==> config.mk <==
export PLATFORM = sky130hd
export DESIGN_NAME = cp_handshake_ctrl
export DESIGN_NICKNAME = d
export VERILOG_FILES = /design/src/rtl/cphs_pkg.sv /design/src/rtl/cphs_resolve.sv /design/src/rtl/cphs_fsm.sv /design/src/rtl/cp_handshake_ctrl.sv
export SDC_FILE = /design/constraint.sdc
export NUM_CORES = 1
export LEC_CHECK = 0
export ABC_AREA = 1
export BUFFER_PORTS_ARGS = -buffer_cell sky130_fd_sc_hd__buf_2
export CAP_MARGIN = 20
export CORE_AREA = 5 5 42 44
export CTS_CLUSTER_DIAMETER = 80
export DETAILED_ROUTE_END_ITERATION = 16
export DIE_AREA = 0 0 47 49
export GPL_ROUTABILITY_DRIVEN = 0
export GPL_TIMING_DRIVEN = 1
export PLACE_DENSITY = 0.69
export SLEW_MARGIN = 20
export SYNTH_ARGS = -nofsm -noshare
export SYNTH_HDL_FRONTEND = slang
export SYNTH_SLANG_ARGS = --single-unit
==> constraint.sdc <==
create_clock -name clk -period 2.5 [get_ports clk]
set_input_delay 0.5 -clock clk [delete_from_list [all_inputs] [get_ports clk]]
set_output_delay 0.5 -clock clk [all_outputs]
set_load 0.01 [all_outputs]
==> src/rtl/cphs_pkg.sv <==
package cphs_pkg;

   typedef enum logic [2:0] {
      ST_IDLE  = 3'd0,
      ST_ISSUE = 3'd1,
      ST_WAIT  = 3'd2,
      ST_DONE  = 3'd3,
      ST_TRAP  = 3'd4,
      ST_ABORT = 3'd5
   } cphs_state_e;

   localparam int unsigned CPHS_MAX_CP = 16;

endpackage

==> src/rtl/cphs_resolve.sv <==
module cphs_resolve #(
   parameter int unsigned NUM_CP = 16
) (
   input  logic [NUM_CP-1:0] cp_absent,
   input  logic [NUM_CP-1:0] cp_busy,
   output logic              absent_all,
   output logic              busy_any
);

   logic [NUM_CP-1:0] busy_live;

   // only a unit that claims the instruction may hold it busy
   for (genvar g = 0; g < NUM_CP; g++) begin : g_mask
      assign busy_live[g] = cp_busy[g] & ~cp_absent[g];
   end

   assign absent_all = &cp_absent;
   assign busy_any   = |busy_live;

endmodule

==> src/rtl/cphs_fsm.sv <==
module cphs_fsm
   import cphs_pkg::*;
(
   input  logic        clk,
   input  logic        rst_n,
   input  logic        go,
   input  logic        irq_pend,
   input  logic        absent_all,
   input  logic        busy_any,
   output cphs_state_e state_q
);

   cphs_state_e state_d;

   always_comb begin
      state_d = state_q;
      unique case (state_q)
         ST_IDLE:  if (go) state_d = ST_ISSUE;
         ST_ISSUE: begin
            if (absent_all)    state_d = ST_TRAP;
            else if (busy_any) state_d = ST_WAIT;
            else               state_d = ST_DONE;
         end
         ST_WAIT: begin
            if (irq_pend)       state_d = ST_ABORT;
            else if (!busy_any) state_d = ST_DONE;
         end
         ST_DONE, ST_TRAP, ST_ABORT: state_d = ST_IDLE;
         default: state_d = ST_IDLE;
      endcase
   end

   always_ff @(posedge clk or negedge rst_n) begin
      if (!rst_n) state_q <= ST_IDLE;
      else        state_q <= state_d;
   end

endmodule

==> src/rtl/cp_handshake_ctrl.sv <==
module cp_handshake_ctrl
   import cphs_pkg::*;
#(
   parameter int unsigned NUM_CP = 16
) (
   input  logic              clk,
   input  logic              rst_n,
   input  logic              ex_valid,
   input  logic              cond_pass,
   input  logic              in_shadow,
   input  logic              irq_pend,
   input  logic [NUM_CP-1:0] cp_absent,
   input  logic [NUM_CP-1:0] cp_busy,
   output logic              issue_n,
   output logic              stall,
   output logic              undef_trap,
   output logic              irq_take
);

   if (NUM_CP < 1 || NUM_CP > CPHS_MAX_CP) begin : g_bad_cfg
      $error("cp_handshake_ctrl: NUM_CP out of range");
   end

   logic        absent_all;
   logic        busy_any;
   logic        go;
   cphs_state_e state_q;

   assign go = ex_valid & cond_pass & ~in_shadow;

   cphs_resolve #(.NUM_CP(NUM_CP)) u_resolve (
      .cp_absent  (cp_absent),
      .cp_busy    (cp_busy),
      .absent_all (absent_all),
      .busy_any   (busy_any)
   );

   cphs_fsm u_fsm (
      .clk        (clk),
      .rst_n      (rst_n),
      .go         (go),
      .irq_pend   (irq_pend),
      .absent_all (absent_all),
      .busy_any   (busy_any),
      .state_q    (state_q)
   );

   assign issue_n    = ~((state_q == ST_ISSUE) | (state_q == ST_WAIT));
   assign stall      = (state_q == ST_WAIT) | ((state_q == ST_ISSUE) & busy_any);
   assign undef_trap = (state_q == ST_TRAP);
   assign irq_take   = (state_q == ST_ABORT);

endmodule

==> impl_metrics.tcl, run 1 <==
set metrics [dict create \
    place_area_um2 633 \
    top_regs "u_fsm.state_q x3" \
    cp-start-kind "input port" \
    die_w_um 47 \
    clk-insertion-delay-late_ns 0.24 \
    grt_max_degree 7 \
    cts_buffer_depth 2 \
    clockPowerShare_pct 23.7 \
    rows 14 \
    drcViolationCount 0 \
    p_per_area_mw_per_mm2 563 \
    synthesis.area_um2 408 \
    portBuffers 41 \
    busiest_layer "met2" \
    finalInstanceArea_um2 659 \
    setup_viol 0 \
    p_sw_share_pct 42.6 \
    maxCapViolCount 0 \
    worstMarginPinSlew_ns 0.199 \
    fin_crit_ns 1.74 \
    cp.arrival_ns 1.24 \
    path_max_fanout 2 \
    drt-total-wl_um 1190 \
    worstSetupEndpointType "primary output" \
    met1_usage_pct 13.3 \
    clock-root-buffer "clkbuf_4" \
    fillers 164 \
    synth-seq-cells 3 \
    wl_per_cell_um 8.01 \
    fin_tns_setup_ns 0 \
    slew_violations 0 \
    die-area_mm2 0.00230 \
    synth_top_area_share_pct 35.9 \
    worstPathRequired_ns 2.00 \
    n_antenna_cell 0 \
    p_int_uw 213 \
    switchingPower_uw 158 \
    grt_pass1_vias 553 \
    nets 171 \
    drt_iter0_drc 9 \
    drtPass1Iterations 4 \
    htreeDepth 1 \
    cts_inserted_buffers 3 \
    gr-total-overflow 0 \
    cts_sinks 3 \
    power_frac_seq_pct 24.0 \
    syn_avg_cell_area_um2 4.69 \
    yosys.area.top_type "nand2_1" \
    io_pins 42 \
    core_area_mm2 0.00140 \
    path_class "input port to primary output" \
    slew_headroom_pct 86.7 \
    grt_setup_unrepaired "false" \
    max-vdd-ir-drop_uv 173 \
    largest_register_ffs 3 \
    cts_setup_buffers 0 \
    syn_inst 87 \
    status "complete, no violations" \
    use_met2_pct 17.4 \
    antenna_left 0 \
    cts_tree "built" \
    drive_above_1_share_pct 34.1 \
    skew_ns 0.00475 \
    power.leakage_uw 0.000449 \
    max_freq_mhz 573 \
    area_growth_syn_to_layout_pct 61.7 \
    viasPerCell 4.24 \
    ys_top_cells_by_area "nand2_1 (36%), dfrtp_1 (18%), inv_1 (17%)" \
    pwr-share-comb_pct 52.4 \
    cts_resized 0 \
    ys_seq_area_share_pct 18.4 \
    ys_types 12 \
    dp_hpwl_um 1050 \
    final.period_utilization_pct 69.8 \
    hp-class "input port to asynchronous set/reset pin" \
    hold_buffers 0 \
    yosysWarnings 0 \
    antenna_found_initial 0 \
    grt.met3_usage_pct 0.738 \
    largest-register "u_fsm.state_q" \
    grt_usage_pct 11.1 \
    clk_pin_slew_ns 0.04 \
    vias 627 \
    final-hold-violation-count 0 \
    grt_pass1_wl_um 1910 \
    synthesis.nets 125 \
    initial_core_util_pct 29.1 \
    die_h_um 49 \
]
[power by group through the flow]
stage          Combinational, uW  Sequential [uW]  Clock, uW
2_1_floorplan                120             85.4          0
3_3_place_gp                 192             89.7          0
3_5_place_dp                 195             90.0          0
4_1_cts                      196             89.2       92.4
5_1_grt                      222             96.9       90.9
6_report                     195             89.0       87.9
[stage by stage]
stage	setup WS (ns)	total power [uW]	cells	hold slack, ns	util [%]
after floorplan	0.920	205	87	0.204	-
after global placement	0.752	282	144	0.296	45.2
after detailed placement	0.756	285	144	0.296	45.2
after CTS	0.753	378	148	0.0377	47.1
after global routing	0.642	410	148	0.0516	47.1
final	0.756	371	148	0.0448	47.1
[cell usage after synthesis]
| cell | n |
|---|---|
| o21ai_0 | 3 |
| o31ai_1 | 1 |
| o22ai_1 | 1 |
| o21ai_1 | 1 |
| nor3_1 | 3 |
| nor2_1 | 15 |
| nand3_1 | 1 |
| dfrtp_1 | 3 |
| nand2_1 | 39 |
| inv_1 | 18 |
| inv_2 | 1 |
| a21oi_1 | 1 |
[worst paths after layout]
check / endpoint / startpoint / cells past startpoint / slack, ns
max reg2reg: u_fsm.state_q[0]$_DFFE_PN0P_ / u_fsm.state_q[0]$_DFFE_PN0P_ / 6 / 1.38
max: stall / cp_absent[7] / 9 / 0.76
min reg2reg: u_fsm.state_q[2]$_DFFE_PN0P_ / u_fsm.state_q[2]$_DFFE_PN0P_ / 3 / 0.61
min in group clk: u_fsm.state_q[1]$_DFFE_PN0P_ / irq_pend / 2 / 0.50
max in group asynchronous: u_fsm.state_q[0]$_DFFE_PN0P_ / rst_n / 1 / 2.35
min: u_fsm.state_q[2]$_DFFE_PN0P_ / rst_n / 1 / 0.04
[critical path: stages]
cell     delay, ns
buf_2         0.09
inv_1         0.03
nand2_1       0.05
nand2_1       0.04
nor2_1        0.10
nand2_1       0.08
nor2_1        0.13
o21ai_0       0.08
buf_2         0.14
[kinds of logic after synthesis]
| group | synth area share (%) |
|---|---|
| buffers and inverters | 17.5 |
| and+or+nand+nor | 54.6 |
| DFF | 18.4 |
| AOI/OAI and AO/OA | 9.51 |
[layer usage]
| layer | wire length [um] | vias to the layer above | part of all wire (%) |
|---|---|---|---|
| met5 | 0 | - | 0 |
| met4 | 20 | 0 | 1.7 |
| met3 | 126 | 2 | 11 |
| met2 | 566 | 26 | 48 |
| met1 | 472 | 253 | 40 |
| li1 | - | 346 | - |
[final cells by class]
type | instances | area [um2] | share of cell area (%)
Inverter | 19 | 71.3 | 10.8
Multi-Input combinational cell | 65 | 262 | 39.7
Tap cell | 16 | 20.0 | 3.04
Clock buffer | 4 | 26.3 | 3.98
Timing Repair Buffer | 41 | 205 | 31.1
Sequential cell | 3 | 75.1 | 11.4
[layout by cell type (no fill, tap or decap), drive strengths merged, types with 3 or more instances in the layout]
cell / count
buf: 41
clkbuf: 4
dfrtp: 3
inv: 19
nand2: 39
nor2: 15
nor3: 3
o21ai: 4
Power figures use the tool's default switching activity.
==> run 2: changes to the inputs <==
ABC_AREA = 0   (was 1)
PLACE_DENSITY = 0.68   (was 0.69)
clock period = 1.81 ns   (was 2.5 ns; I/O delays follow)
==> impl_metrics.tcl, run 2 <==
set metrics [dict create \
    status "complete, no violations" \
    ys_seq_area_share_pct 19.2 \
    nets 135 \
    layout_common_cells "buf_2 (39), nor2b_1 (8), inv_1 (5), nand4_1 (5), and2b_2 (4)" \
    synthesis.area_um2 392 \
    p_int_uw 318 \
    grt_pass1_wl_um 2150 \
    largest_register_ffs 3 \
    slew_headroom_pct 74.9 \
    final-hold-violation-count 0 \
    worstMarginPinSlew_ns 0.373 \
    fin_crit_ns 1.76 \
    cts_buffer_depth 2 \
    ys_async_sr_fraction_pct 100 \
    yosysWarnings 0 \
    yosys.area.top_type "dfrtp_1" \
    ys_top_cells_by_area "dfrtp_1 (19%), a2111oi_2 (15%), nor2b_1 (13%)" \
    synth_adder_area_share_pct 0 \
    dp_hpwl_um 1230 \
    finalInstanceArea_um2 686 \
    die_w_um 47 \
    setup_viol 0 \
    gr-total-overflow 0 \
    initial_core_util_pct 27.9 \
    grt_pass1_vias 521 \
    power_frac_seq_pct 26.6 \
    synth_ff_type "dfrtp_1" \
    cp.arrival_ns 1.40 \
    synthMuxAreaShare_pct 0 \
    skew_ns 0.0000885 \
    htreeDepth 1 \
    synth-seq-cells 3 \
    drcViolationCount 0 \
    holdPathStages 3 \
    max-vdd-ir-drop_uv 633 \
    slew_violations 0 \
    drt-total-wl_um 1380 \
    clk-insertion-delay-late_ns 0.23 \
    drtPass1Iterations 4 \
    viasPerCell 4.68 \
    rows 14 \
    worstPathRequired_ns 1.45 \
    n_antenna_cell 0 \
    grt_max_degree 9 \
    place_area_um2 617 \
    core_area_mm2 0.00140 \
    synth_edf_count 0 \
    synth_xor_area_share_pct 0 \
    final.period_utilization_pct 97.3 \
    clock-root-buffer "clkbuf_4" \
    whs_ns 0.442 \
    synth-simple-area-share_pct 49.2 \
    synth_commonest_cells "nor2b_1 (8), inv_1 (5), nand4_1 (5)" \
    cts_tree "built" \
    reg2reg_from "u_fsm.state_q[1]$_DFFE_PN0P_" \
    clk_pin_slew_ns 0.04 \
    power.leakage_uw 0.000357 \
    switchingPower_uw 188 \
    p_sw_share_pct 37.1 \
    syn_inst 49 \
    min_to "u_fsm.state_q[1]$_DFFE_PN0P_" \
    cp-start-kind "input port" \
    synth_compound_area_share_pct 26.8 \
    maxCapViolCount 0 \
    area_growth_syn_to_layout_pct 75.1 \
    io_pins 42 \
    antenna_found_initial 0 \
    synth_top_area_share_pct 19.2 \
    antenna_left 0 \
    wl_per_cell_um 12.3 \
    cts_inserted_buffers 3 \
    syn_avg_cell_area_um2 7.99 \
    grt_setup_unrepaired "true" \
    ys_types 18 \
    drive_above_1_share_pct 55.2 \
    layout_commonest_cell "buf_2" \
    synthesis.nets 87 \
    post_layout_nonfiller_instances 112 \
    synth.most_common_cell "nor2b_1" \
    worstSetupEndpointType "primary output" \
    max_freq_mhz 568 \
    fin_tns_setup_ns 0 \
    drt_iter0_drc 8 \
    synth_top_family_by_area "simple AND/OR/NAND/NOR gates" \
    clockPowerShare_pct 22.6 \
    die_h_um 49 \
    r2r_setup_slack_ns 0.66 \
    reg2regPathDepth 3 \
    die-area_mm2 0.00230 \
    portBuffers 41 \
    vias 524 \
    largest-register "u_fsm.state_q" \
    pwr-share-comb_pct 50.8 \
    hp-class "input port to flop" \
    top_regs "u_fsm.state_q x3" \
    fin_util_pct 48.9 \
    p_per_area_mw_per_mm2 739 \
    r2r_end "u_fsm.state_q[0]$_DFFE_PN0P_" \
    grt_usage_pct 12.3 \
    fillers 151 \
    cts_sinks 3 \
    path_max_fanout 2 \
    hp-start "irq_pend" \
    path_class "input port to primary output" \
    dp_cells 106 \
]
[run 2: area by class of cell]
type	instances	area (um2)	share of cell area, %
sequential	3	75.1	10.9
multi-input combinational	41	310	45.3
inverter	5	18.8	2.74
tap	16	20.0	2.92
timing repair buffer	43	235	34.3
clock buffer	4	26.3	3.83
[run 2: power by group through the flow]
stage | clock network [uW] | logic (uW) | registers [uW]
final | 114 | 257 | 135
after global routing | 131 | 291 | 141
after CTS | 120 | 253 | 134
after detailed placement | 0 | 250 | 134
after global placement | 0 | 249 | 131
after floorplan | 0 | 152 | 122
[run 2: worst max-delay path, stage by stage]
cell and delay (ns):
buf_6 0.07, and2b_2 0.22, a2111oi_4 0.31, nand4_1 0.14
nand2b_1 0.10, a21oi_1 0.05, buf_2 0.14
[run 2: logic make-up (layout without fill, tap and decap cells)]
logic type             after synthesis  in the layout
DFF                                  3              3
and+or+nand+nor                     30             30
buffers and inverters                5             52
AOI/OAI and AO/OA                   11             11
[run 2: how the worst max path moves through the flow]
stage	startpoint	depth (start not counted)	to	slack, ns
floorplan	cp_busy[15]	5	stall	0.34
global placement	cp_busy[5]	7	stall	0.06
detailed placement	cp_busy[5]	7	stall	0.05
CTS	cp_busy[5]	7	stall	0.05
global route	cp_busy[1]	7	stall	-0.009
finish	cp_absent[9]	7	stall	0.05
[run 2: routing by layer]
| metal | GRT usage [%] | up-vias | share of wire [%] |
|---|---|---|---|
| li1 | - | 274 | - |
| met1 | 14.3 | 238 | 38 |
| met2 | 20.8 | 10 | 57 |
| met3 | 4.06 | 2 | 3.9 |
| met4 | 2.76 | 0 | 1.4 |
| met5 | 0 | - | 0 |
[run 2: metrics by stage]
stage / setup slack, ns / total power [uW]
4_1_cts: 0.0461 / 506
6_report: 0.0486 / 506
3_5_place_dp: 0.0465 / 384
5_1_grt: -0.00901 / 564
3_3_place_gp: 0.0571 / 380
2_1_floorplan: 0.339 / 274
[run 2: what timing repair did]
item / CTS / global route
hold endpoints to repair: 3 / 0
buffers inserted: 0 / 1
gates resized for setup: 0 / 3
setup endpoints to repair: 0 / 1
hold buffers: 1 / 0
==> run 3: changes to the inputs <==
CORE_AREA = 2 2 39 41   (was 5 5 42 44)
DIE_AREA = 0 0 41 43   (was 0 0 47 49)
==> impl_metrics.tcl, run 3 (synthesis results as in run 2) <==
set metrics [dict create \
    drcViolationCount 0 \
    max_freq_mhz 556 \
    nets 134 \
    viasPerCell 4.88 \
    n_antenna_cell 0 \
    slowest_stage "a2111oi_4" \
    final.period_utilization_pct 99.3 \
    clk-insertion-delay-late_ns 0.23 \
    htreeDepth 1 \
    path_max_fanout 2 \
    r2r_setup_slack_ns 0.70 \
    worstMarginPinSlew_ns 0.417 \
    clock-root-buffer "clkbuf_4" \
    reg2regPathDepth 3 \
    portBuffers 41 \
    cp.arrival_ns 1.44 \
    crit_end "stall" \
    grt_max_degree 9 \
    holdPathStages 3 \
    clk_pin_slew_ns 0.04 \
    dp_cells 106 \
    grt_usage_pct 16.5 \
    drtPass1Iterations 4 \
    die_w_um 41 \
    io_pins 42 \
    final-hold-violation-count 0 \
    drt-total-wl_um 1380 \
    fin_crit_ns 1.80 \
    antenna_left 0 \
    largest_register_ffs 3 \
    startpoint "cp_absent[3]" \
    worstPathRequired_ns 1.45 \
    hp-class "input port to flop" \
    cts_inserted_buffers 3 \
    cts_sinks 3 \
    layout_commonest_cell "buf_2" \
    grt_pass1_vias 529 \
    dp_hpwl_um 1150 \
    slew_violations 0 \
    drt_iter0_drc 10 \
    grt_pass1_wl_um 1980 \
    setup_viol 0 \
    die-area_mm2 0.00176 \
    cts_buffer_depth 2 \
    layout_common_cells "buf_2 (39), nor2b_1 (8), inv_1 (5), nand4_1 (5), and2b_2 (4)" \
    top_regs "u_fsm.state_q x3" \
    path_cells "buf_6 > and2b_2 > a2111oi_4 > nand4_1 > nand2b_1 > a21oi_1 > buf_2" \
    largest-register "u_fsm.state_q" \
    vias 542 \
    total_power_uw 507 \
    skew_ns 0.00674 \
    maxCapViolCount 0 \
    grt_setup_unrepaired "true" \
    wl_per_cell_um 12.5 \
    fin_util_pct 49.0 \
    die_h_um 43 \
    r2r_end "u_fsm.state_q[0]$_DFFE_PN0P_" \
    fin_tns_setup_ns 0 \
    slew_headroom_pct 72.0 \
    path_class "input port to primary output" \
    reg2reg_from "u_fsm.state_q[1]$_DFFE_PN0P_" \
    critical_path.max_stage_delay_ns 0.32 \
    power.leakage_uw 0.000352 \
    worstSetupEndpointType "primary output" \
    cts_setup_buffers 0 \
    cp-start-kind "input port" \
    cts_tree "built" \
    rows 14 \
    core_area_mm2 0.00138 \
    hp-start "irq_pend" \
    gr-total-overflow 0 \
    status "complete, no violations" \
    max-vdd-ir-drop_uv 511 \
    drive_above_1_share_pct 54.7 \
    post_layout_nonfiller_instances 111 \
    initial_core_util_pct 28.3 \
    p_per_area_mw_per_mm2 748 \
    antenna_found_initial 0 \
    area_growth_syn_to_layout_pct 73.2 \
]
[run 3: timing repair]
item | CTS | global route
setup endpoints to repair | 0 | 1
hold buffers | 1 | 0
resized for setup | 0 | 3
hold endpoints to repair | 3 | 0
[run 3: per-layer routing]
layer	GRT usage, %	routed length [um]	part of all wire [%]	up-vias
li1	-	-	-	271
met1	16.2	466	34	257
met2	30.0	849	61	12
met3	4.71	50	3.6	2
met4	6.00	14	1.0	0
met5	0	0	0	-
[run 3: worst min path at each step]
stage,end,slack (ns)
global route,u_fsm.state_q[0]$_DFFE_PN0P_,0.47
global placement,u_fsm.state_q[0]$_DFFE_PN0P_,0.16
detailed placement,u_fsm.state_q[0]$_DFFE_PN0P_,0.16
finish,u_fsm.state_q[1]$_DFFE_PN0P_,0.44
CTS,u_fsm.state_q[1]$_DFFE_PN0P_,0.43
floorplan,u_fsm.state_q[0]$_DFFE_PN0P_,0.07
[run 3: layout make-up]
| class | instances | area [um2] |
|---|---|---|
| Fill cell | 146 | 706 |
| Multi-Input combinational cell | 41 | 310 |
| Timing Repair Buffer | 42 | 228 |
| Sequential cell | 3 | 75.1 |
| Clock buffer | 4 | 26.3 |
| Tap cell | 16 | 20.0 |
| Inverter | 5 | 18.8 |
[run 3: worst max-delay path: cells and delay by family]
kind            cells  cell delay [ns]
simple gates        3             0.48
compound gates      2             0.37
buf+inv             2             0.21
[run 3: report_power, final]
part           internal, uW  leakage (uW)  total, uW  switching [uW]
Combinational           144      0.000298        256             112
Sequential             91.1     0.0000392        134            43.0
Clock                  82.6     0.0000150        117            34.2
Total                   317      0.000352        507             190
[run 3: through the flow]
step	hold slack, ns	setup WS, ns	cell area (um2)
detailed placement	0.162	0.0478	617
CTS	0.435	0.0447	653
global route	0.468	-0.0681	678
global placement	0.156	0.0426	617
floorplan	0.0664	0.339	392
finish	0.442	0.0128	678
